File: src/rtl/gdc_pkg.sv
package gdc_pkg;
    typedef enum logic [1:0] {
        ST_IDLE    = 2'd0,
        ST_BLANK   = 2'd1,
        ST_CONDUCT = 2'd2,
        ST_TRIP    = 2'd3
    } gdc_state_e;
endpackage

File: src/rtl/gdc_in_filter.sv
module gdc_in_filter #(
    parameter int   FILT_CYC = 5,
    parameter logic RST_VAL  = 1'b0
) (
    input  logic clk,
    input  logic arst_n,
    input  logic d_i,
    output logic q_o
);
    localparam int CW = $clog2(FILT_CYC + 1);

    logic          s1_q, s2_q, filt_q;
    logic [CW-1:0] cnt_q;

    always_ff @(posedge clk or negedge arst_n) begin
        if (!arst_n) begin
            s1_q <= RST_VAL;
            s2_q <= RST_VAL;
        end else begin
            s1_q <= d_i;
            s2_q <= s1_q;
        end
    end

    // A new level is adopted only after FILT_CYC consecutive disagreeing samples.
    always_ff @(posedge clk or negedge arst_n) begin
        if (!arst_n) begin
            filt_q <= RST_VAL;
            cnt_q  <= '0;
        end else if (s2_q == filt_q) begin
            cnt_q <= '0;
        end else if (cnt_q == CW'(FILT_CYC - 1)) begin
            filt_q <= s2_q;
            cnt_q  <= '0;
        end else begin
            cnt_q <= cnt_q + 1'b1;
        end
    end

    assign q_o = filt_q;

    assert_filter_hold_R2: assert property (@(posedge clk) disable iff (!arst_n)
        !$stable(filt_q) |-> ($past(cnt_q) == CW'(FILT_CYC - 1)));
endmodule

File: src/rtl/gdc_rst_qual.sv
module gdc_rst_qual #(
    parameter int RST_LOW_CYC = 100
) (
    input  logic clk,
    input  logic arst_n,
    input  logic en_f_i,
    output logic clr_o
);
    localparam int CW = $clog2(RST_LOW_CYC + 1);

    logic          prev_q;
    logic [CW-1:0] low_cnt_q;

    always_ff @(posedge clk or negedge arst_n) begin
        if (!arst_n) begin
            prev_q    <= 1'b0;
            low_cnt_q <= '0;
        end else begin
            prev_q <= en_f_i;
            if (en_f_i)
                low_cnt_q <= '0;
            else if (low_cnt_q != CW'(RST_LOW_CYC))
                low_cnt_q <= low_cnt_q + 1'b1;
        end
    end

    // Qualified rising edge: enough low cycles counted before it.
    assign clr_o = en_f_i && !prev_q && (low_cnt_q == CW'(RST_LOW_CYC));
endmodule

File: src/rtl/gdc_seq.sv
module gdc_seq
    import gdc_pkg::*;
#(
    parameter int BLANK_CYC = 16
) (
    input  logic clk,
    input  logic arst_n,
    input  logic pos_f_i,
    input  logic neg_f_i,
    input  logic en_f_i,
    input  logic desat_i,
    input  logic gate_low_i,
    input  logic err_i,
    input  logic clr_i,
    output logic gate_on_o,
    output logic clamp_en_o,
    output logic fault_no
);
    localparam int BW = $clog2(BLANK_CYC + 1);

    gdc_state_e    state_q, state_d;
    logic [BW-1:0] blank_q;
    logic          req, on_d;

    assign req  = pos_f_i && !neg_f_i && en_f_i && !err_i;
    assign on_d = (state_d == ST_BLANK) || (state_d == ST_CONDUCT);

    always_comb begin
        state_d = state_q;
        unique case (state_q)
            ST_IDLE:    if (req) state_d = ST_BLANK;
            ST_BLANK:   if (!req) state_d = ST_IDLE;
                        else if (blank_q == BW'(BLANK_CYC - 1)) state_d = ST_CONDUCT;
            ST_CONDUCT: if (desat_i) state_d = ST_TRIP;
                        else if (!req) state_d = ST_IDLE;
            ST_TRIP:    if (clr_i) state_d = ST_IDLE;
            default:    state_d = ST_IDLE;
        endcase
    end

    // State register and blanking counter (restarts at each turn-on).
    always_ff @(posedge clk or negedge arst_n) begin
        if (!arst_n) begin
            state_q <= ST_IDLE;
            blank_q <= '0;
        end else begin
            state_q <= state_d;
            if (state_d == ST_BLANK && state_q == ST_BLANK)
                blank_q <= blank_q + 1'b1;
            else
                blank_q <= '0;
        end
    end

    // Registered outputs.
    always_ff @(posedge clk or negedge arst_n) begin
        if (!arst_n) begin
            gate_on_o  <= 1'b0;
            clamp_en_o <= 1'b0;
            fault_no   <= 1'b1;
        end else begin
            gate_on_o  <= on_d;
            fault_no   <= (state_d != ST_TRIP);
            clamp_en_o <= !on_d && (clamp_en_o || gate_low_i);
        end
    end

    assert_shutdown_off_R3: assert property (@(posedge clk) disable iff (!arst_n)
        !en_f_i |=> !gate_on_o);
    assert_error_off_R7: assert property (@(posedge clk) disable iff (!arst_n)
        err_i |=> !gate_on_o);
    assert_desat_trip_R4: assert property (@(posedge clk) disable iff (!arst_n)
        (state_q == ST_CONDUCT && desat_i) |=> (!fault_no && !gate_on_o));
    assert_fault_clear_R6: assert property (@(posedge clk) disable iff (!arst_n)
        $rose(fault_no) |-> $past(clr_i));
    assert_clamp_exclusive_R8: assert property (@(posedge clk) disable iff (!arst_n)
        !(gate_on_o && clamp_en_o));
endmodule

File: src/rtl/gate_drv_ctrl.sv
module gate_drv_ctrl #(
    parameter int FILT_CYC    = 5,
    parameter int RST_LOW_CYC = 100,
    parameter int BLANK_CYC   = 16
) (
    input  logic clk,
    input  logic arst_n,
    input  logic drv_pos_i,
    input  logic drv_neg_i,
    input  logic shut_ni,
    input  logic desat_i,
    input  logic gate_low_i,
    input  logic uv_in_i,
    input  logic uv_out_i,
    input  logic link_err_i,
    output logic gate_on_o,
    output logic clamp_en_o,
    output logic fault_no,
    output logic ready_o
);
    localparam int          NIN      = 3;
    // Safe idle levels: non-inverting low, inverting high, shutdown asserted.
    localparam logic [NIN-1:0] FILT_RST = 3'b010;

    logic [NIN-1:0] raw, filt;
    logic           err, clr;

    assign raw = {shut_ni, drv_neg_i, drv_pos_i};

    for (genvar g = 0; g < NIN; g++) begin : g_filt
        gdc_in_filter #(
            .FILT_CYC (FILT_CYC),
            .RST_VAL  (FILT_RST[g])
        ) u_filt (
            .clk    (clk),
            .arst_n (arst_n),
            .d_i    (raw[g]),
            .q_o    (filt[g])
        );
    end

    assign err     = uv_in_i || uv_out_i || link_err_i;
    assign ready_o = !err;

    gdc_rst_qual #(.RST_LOW_CYC(RST_LOW_CYC)) u_rst_qual (
        .clk    (clk),
        .arst_n (arst_n),
        .en_f_i (filt[2]),
        .clr_o  (clr)
    );

    gdc_seq #(.BLANK_CYC(BLANK_CYC)) u_seq (
        .clk        (clk),
        .arst_n     (arst_n),
        .pos_f_i    (filt[0]),
        .neg_f_i    (filt[1]),
        .en_f_i     (filt[2]),
        .desat_i    (desat_i),
        .gate_low_i (gate_low_i),
        .err_i      (err),
        .clr_i      (clr),
        .gate_on_o  (gate_on_o),
        .clamp_en_o (clamp_en_o),
        .fault_no   (fault_no)
    );

    assert_not_ready_off_R9: assert property (@(posedge clk) disable iff (!arst_n)
        !ready_o |=> !gate_on_o);
endmodule

File: config.mk
export PLATFORM = sky130hd
export DESIGN_NAME = gate_drv_ctrl
export DESIGN_NICKNAME = d
export VERILOG_FILES = /design/src/rtl/gdc_pkg.sv /design/src/rtl/gdc_in_filter.sv /design/src/rtl/gdc_rst_qual.sv /design/src/rtl/gdc_seq.sv /design/src/rtl/gate_drv_ctrl.sv
export SDC_FILE = /design/constraint.sdc
export NUM_CORES = 1
export LEC_CHECK = 0
export ABC_AREA = 1
export BUFFER_PORTS_ARGS = -buffer_cell sky130_fd_sc_hd__buf_2
export CORE_MARGIN = 3
export CORE_UTILIZATION = 35
export DETAILED_ROUTE_END_ITERATION = 10
export GPL_TIMING_DRIVEN = 0
export MAX_ROUTING_LAYER = met4
export SETUP_SLACK_MARGIN = 0.4
export SLEW_MARGIN = 20
export SYNTH_ARGS = -nofsm -noshare
export SYNTH_HDL_FRONTEND = slang
export SYNTH_SLANG_ARGS = --single-unit
File: constraint.sdc
create_clock -name clk -period 1.7 [get_ports clk]
set_input_delay 0.085 -clock clk [delete_from_list [all_inputs] [get_ports clk]]
set_output_delay 0.085 -clock clk [all_outputs]
set_load 0.005 [all_outputs]
Word-level counts from Yosys, hierarchy flattened
Cells that the tools add are included.
{"block": "totals", "register_bits": 36, "out_inout_bits": 4, "elab_cells": 78}
{"block": "classes", "add_sub_neg": 5, "n_eq_ne": 15, "n_mux": 16, "bitwise": 3, "reduce_logical": 20}
{"op": "$mux 3", "count": 6}
{"op": "$mux 7", "count": 2}
{"op": "$mux 2", "count": 6}
{"op": "$add 3x1->3 const B", "count": 3}
{"op": "$eq 3x3->1 const B", "count": 3}
{"op": "$pmux 2 s4", "count": 1}
{"op": "$add 7x1->7 const B", "count": 1}
{"op": "$eq 7x7->1 const B", "count": 1}
{"op": "$logic_and 1x1->1", "count": 7}
{"op": "$ne 7x7->1 const B", "count": 1}
{"op": "$eq 2x2->1 const B", "count": 3}
{"op": "$reduce_and 2->1", "count": 3}
{"op": "$add 5x1->5 const B", "count": 1}
{"op": "$eq 5x4->1 const B", "count": 1}
{"op": "$mux 5", "count": 1}
{"op": "$eq 2x1->1 const B", "count": 2}
{"op": "$logic_not 1->1", "count": 4}
{"op": "$logic_or 1x1->1", "count": 4}
{"op": "$eq 1x1->1", "count": 3}
{"op": "$not 1->1", "count": 3}
{"op": "$logic_not 2->1", "count": 1}
{"op": "$ne 2x2->1 const B", "count": 1}
{"op": "$reduce_bool 2->1", "count": 1}

Depth between registers and ports, before layout
{"block": "depth", "ltp_word": 11, "mapped_depth": 14, "ltp_nobuf": 14}

By module
A second synthesis with hierarchy kept.
{"block": "hier_totals", "hier_cells": 194, "area_unflattened_um2": 1724.2}
{"module": "gdc_seq", "instances": 1, "cells_per_inst": 54, "area_per_inst_um2": 475.5, "seq_area_each_um2": 251.5}
{"module": "gdc_rst_qual", "instances": 1, "cells_per_inst": 55, "area_per_inst_um2": 450.4, "seq_area_each_um2": 200.2}
{"module": "gdc_in_filter (g_filt[0].u_filt)", "instances": 1, "cells_per_inst": 27, "area_per_inst_um2": 259.0, "seq_area_each_um2": 150.1}
{"module": "gdc_in_filter (g_filt[1].u_filt)", "instances": 1, "cells_per_inst": 26, "area_per_inst_um2": 259.0, "seq_area_each_um2": 153.9}
{"module": "gdc_in_filter (g_filt[2].u_filt)", "instances": 1, "cells_per_inst": 26, "area_per_inst_um2": 255.2, "seq_area_each_um2": 150.1}
{"module": "gate_drv_ctrl", "instances": 1, "cells_per_inst": 6, "area_per_inst_um2": 25.0, "seq_area_each_um2": 0.0}

Least setup slack after synthesis
OpenSTA, ideal clock, no wires.
{"block": "synth_timing", "path_kind": "reg2reg", "from": "reg u_seq.blank_q[0]", "to": "reg u_seq.blank_q[3]", "arrival_ps": 1711, "required_ps": 1623, "slack_ps": -89, "path_stages_with_launch": 13, "path_buffers": 0, "period_less_slack_ps": 1789, "path_cell_list": "dfrtp_1 > ha_1 > nand2_1 > nor2_1 > ha_1 > a21oi_1 > nand3_1 > nand3_1 > ha_1 > nand2_1 > nor2_1 > o21ai_0 > a21oi_1"}
{"block": "synth_via", "elab_chain_cells": 7}
{"item": "from (decl)", "line_no": "gdc_seq.sv:22", "source": "logic [BW-1:0] blank_q;"}
{"item": "from (signal assigned)", "line_no": "gdc_seq.sv:49", "source": "blank_q <= blank_q + 1'b1;"}
{"item": "$eq 5x4->1", "line_no": "gdc_seq.sv:33", "source": "else if (blank_q == BW'(BLANK_CYC - 1)) state_d = ST_CONDUCT;"}
{"item": "$mux 2", "line_no": "gdc_seq.sv:33"}
{"item": "$mux 2", "line_no": "gdc_seq.sv:32", "source": "ST_BLANK: if (!req) state_d = ST_IDLE;"}
{"item": "$pmux 2 s4", "line_no": "gdc_seq.sv:30", "source": "unique case (state_q)"}
{"item": "named net u_seq.state_d[0]", "line_no": "gdc_seq.sv:21", "source": "gdc_state_e state_q, state_d;"}
{"item": "$eq 2x1->1", "line_no": "gdc_seq.sv:48", "source": "if (state_d == ST_BLANK && state_q == ST_BLANK)"}
{"item": "$logic_and 1x1->1", "line_no": "gdc_seq.sv:48"}
{"item": "$mux 5", "line_no": "gdc_seq.sv:48"}
The timed path passes the listed nets, and every way through them passes these cells.
A chain may end at the register's enable or synchronous reset.

Worst setup path after layout
{"block": "layout_timing", "from": "reg u_seq.blank_q[1]", "to": "reg u_seq.blank_q[3]"}
Same word-level chain as after synthesis.

==> metrics.log <==
INFO  metric pin_count = 14
INFO  metric vdd_drop_max = 0.672 mV
INFO  metric crit_type = flip-flop to flip-flop
INFO  metric tritoncts_num_sinks = 36
INFO  metric chipHeight = 73.1 µm
INFO  metric final_power = 2.42 mW
INFO  metric layout_min_cycle_time = 1.79 ns
INFO  metric synth_enable_flop_cells = 0
INFO  metric syn-num-nets = 184
INFO  metric number_of_nets_with_antenna_violations_after_detailed_routing = 0
INFO  metric violations = setup timing
INFO  metric relSlewSlack = 47.1%
INFO  metric first_iter_violations = 51
INFO  metric syn_inst = 162
INFO  metric post-route-drc-count = 0
INFO  metric routed_wire_length = 2740 µm
INFO  metric end_kind = flip-flop
INFO  metric die_w = 73.1 µm
INFO  metric cts_tree = yes
INFO  metric antenna_cells = 0
INFO  metric first_global_vias = 1,208
INFO  metric maxClockFrequency = 557 MHz
INFO  metric cp.required = 1.92 ns
INFO  metric switching_share = 29.7%
INFO  metric number_of_antenna_violations_at_the_first_check_in_global_routing = 0
INFO  metric syn_area = 1580 µm²
INFO  metric initial_utilization = 37.8%
INFO  metric wl_per_cell = 11.2 µm
INFO  metric status = finished with violations
INFO  metric report.final.hold_viol_count = 0
INFO  metric num-fill-cells = 387
INFO  metric global_route.usage.total = 12.1%
INFO  metric critical_path_arrival = 2.01 ns
INFO  metric synthFlopType = dfrtp_1
INFO  metric final_min_period_over_clock_period = 106%
INFO  metric maxCapViolations = 0
INFO  metric power.static_leakage = 0.940 nW
INFO  metric gp_congestion = 0.837
INFO  metric timing_worst_slew_pin_value = 0.793 ns
INFO  metric power.share.combinational = 22.3%
INFO  metric critPathLaunchType = flip-flop
INFO  metric async_reset_ff_share = 100%
INFO  metric detailedPlace.worstSlack = -0.181 ns
INFO  metric drt-pass1-iter-count = 4
INFO  metric synth_cell_types = 21
INFO  metric min_path_type = input port to flip-flop
INFO  metric cellPowerDensity = 1210 nW/µm²
INFO  metric hold_depth = 3
INFO  metric synthesis_to_layout_area_growth = 26.9%
INFO  metric critPathMaxFanout = 3
INFO  metric share_clk_of_total_power = 30.0%
INFO  metric clk_transition_reported_paths = 0.07 ns
INFO  metric cts.htree.levels = 2
INFO  metric synth_area_per_cell = 9.73 µm²
INFO  metric row_count = 23
INFO  metric grt_setup_unrepaired = yes
INFO  metric post_drt_via_cell_ratio = 4.59
INFO  metric yosys_register_bits = 36
INFO  metric synth.yosys.warnings = 0
INFO  metric maximum_number_of_pins_on_one_net_before_global_route_repair = 37
INFO  metric placeableCoreArea = 4170 µm²
INFO  metric drive_above_1_share = 28.2%
INFO  metric postLayoutSetupSlackWorst = -0.0938 ns
INFO  metric grt-ovfl-total = 0
INFO  metric final.hold.worst_slack = 0.0254 ns
INFO  metric fin_nets = 216
INFO  metric maxSlewViolCount = 0
INFO  metric insertion_delay = 0.29 ns
INFO  metric internal_power = 1.70 mW
INFO  metric fin_worst_skew = 0.00776 ns
INFO  metric place.detailed.hpwl = 1900 µm
INFO  metric design.die.area = 5350 µm²
INFO  metric power.switching = 719 µW
INFO  metric synth-seq-area-share = 57.5%
INFO  metric cts_made_buffers = 5
INFO  metric grt_first_pass_wirelength = 4820 µm
INFO  metric via_count = 1,125
INFO  metric reg2regPathDepth = 12
INFO  metric max-clock-path-buffers = 2
INFO  metric share_seq_of_total_power = 47.6%
INFO  metric finalSetupViolations = 6
INFO  metric buffer_ports.inserted = 13
INFO  metric clk_root_buffer_cell = clkbuf_8
==> worst max-delay path, stage by stage (launching register included) <==
cell and delay (ns):
dfrtp_1 0.39, ha_2 0.20, nand2_2 0.09, nor2_4 0.05, ha_4 0.17, a21oi_2 0.11, nand3_1 0.11, nand3_2 0.12
ha_4 0.14, nand2_4 0.04, nor2_4 0.12, o21ai_1 0.07, a21oi_1 0.10
==> layer usage <==
| layer | wire, µm | track usage, % | vias to the layer above |
|---|---|---|---|
| met5 | 0 | - | - |
| met4 | 51 | 5.53 | 0 |
| met3 | 92 | 3.31 | 6 |
| met2 | 1420 | 20.8 | 16 |
| met1 | 1170 | 12.7 | 539 |
| li1 | - | - | 564 |
==> logic make-up after synthesis <==
logic type / Yosys count / share of synthesized area (%)
and+or+nand+nor: 70 / 19.1
DFF: 36 / 57.5
buffers and inverters: 25 / 5.95
AOI/OAI and AO/OA: 12 / 3.89
adders and majority gates: 12 / 9.52
xor gates and xnor gates: 6 / 3.33
muxes: 1 / 0.714
==> area by class of cell <==
class / instances / area, µm² / area share, %
clock buffer: 6 / 72.6 / 3.63
tap: 50 / 62.6 / 3.13
multi-input combinational: 101 / 658 / 32.9
inverter: 25 / 93.8 / 4.69
sequential: 36 / 906 / 45.3
clock inverter: 2 / 35.0 / 1.75
timing repair buffer: 25 / 173 / 8.63
==> repair_timing <==
item,in CTS,in global routing
endpoints found under the setup margin,10,14
endpoints found under the hold margin,35,0
setup buffers,5,3
hold buffers,4,0
resized for setup,8,6
pin swaps,3,3
==> layout by cell type, fill, tap and decap left out, types with 4 or more instances in the layout <==
master	count
dfrtp_1	32
inv_1	21
nand2_1	21
nor2_1	21
buf_2	13
nand3_1	10
ha_1	8
nor2_2	6
buf_4	6
clkbuf_8	5
inv_2	4
xnor2_1	4
o21ai_0	4
dfstp_2	4
dlygate4sd3_1	4
==> worst paths after layout <==
path	start	end	slack [ns]
setup / recovery	u_seq.blank_q[1]	u_seq.blank_q[3]	-0.09
setup reg to reg	u_seq.blank_q[1]	u_seq.blank_q[3]	-0.09
hold reg to reg	g_filt[2].u_filt.s1_q	g_filt[2].u_filt.s2_q	0.35
max in group asynchronous	arst_n	u_rst_qual.low_cnt_q[3]	0.78
hold / removal	gate_low_i	u_seq.clamp_en_o	0.03
min in group asynchronous	arst_n	g_filt[1].u_filt.cnt_q[1]	0.42
==> through the flow <==
stage | cells | util (%) | area [µm²] | setup TNS, ns
2_1_floorplan | 162 | - | 1610 | 0
3_3_place_gp | 225 | 41.6 | 1740 | -0.356
3_5_place_dp | 225 | 41.6 | 1740 | -0.906
4_1_cts | 242 | 46.9 | 1960 | -0.533
5_1_grt | 245 | 47.9 | 2000 | -1.35
6_report | 245 | 47.9 | 2000 | -0.417
==> power by group through the flow <==
stage | logic [mW] | clock network (mW) | registers [mW]
6_report | 0.541 | 0.728 | 1.15
3_3_place_gp | 0.459 | 0 | 1.17
2_1_floorplan | 0.380 | 0 | 1.15
4_1_cts | 0.506 | 0.753 | 1.16
3_5_place_dp | 0.494 | 0 | 1.18
5_1_grt | 0.643 | 0.784 | 1.17
==> Yosys cell counts (2+ instances only) <==
master,count,area [µm²]
a21oi_1,4,20.0
and2_1,2,12.5
dfrtp_1,32,801
dfstp_2,4,105
ha_1,12,150
inv_1,23,86.3
inv_2,2,7.51
nand2_1,23,86.3
nand2_2,2,12.5
nand3_1,11,55.1
nor2_1,26,97.6
nor2_2,3,18.8
o21ai_0,5,25.0
o21ai_1,2,10.0
xnor2_1,4,35.0
xor2_1,2,17.5
==> state kept, by name, summed over array words and instances (netlist names) <==
signal	count
u_seq.blank_q	5
g_filt.u_filt.s1_q	3
g_filt.u_filt.s2_q	3
u_seq.fault_no	1
u_rst_qual.prev_q	1
g_filt.u_filt.cnt_q	9
u_rst_qual.low_cnt_q	7
u_seq.clamp_en_o	1
u_seq.gate_on_o	1
u_seq.state_q	2
g_filt.u_filt.q_o	3
Note: power is estimated with default switching activity, not from simulation.
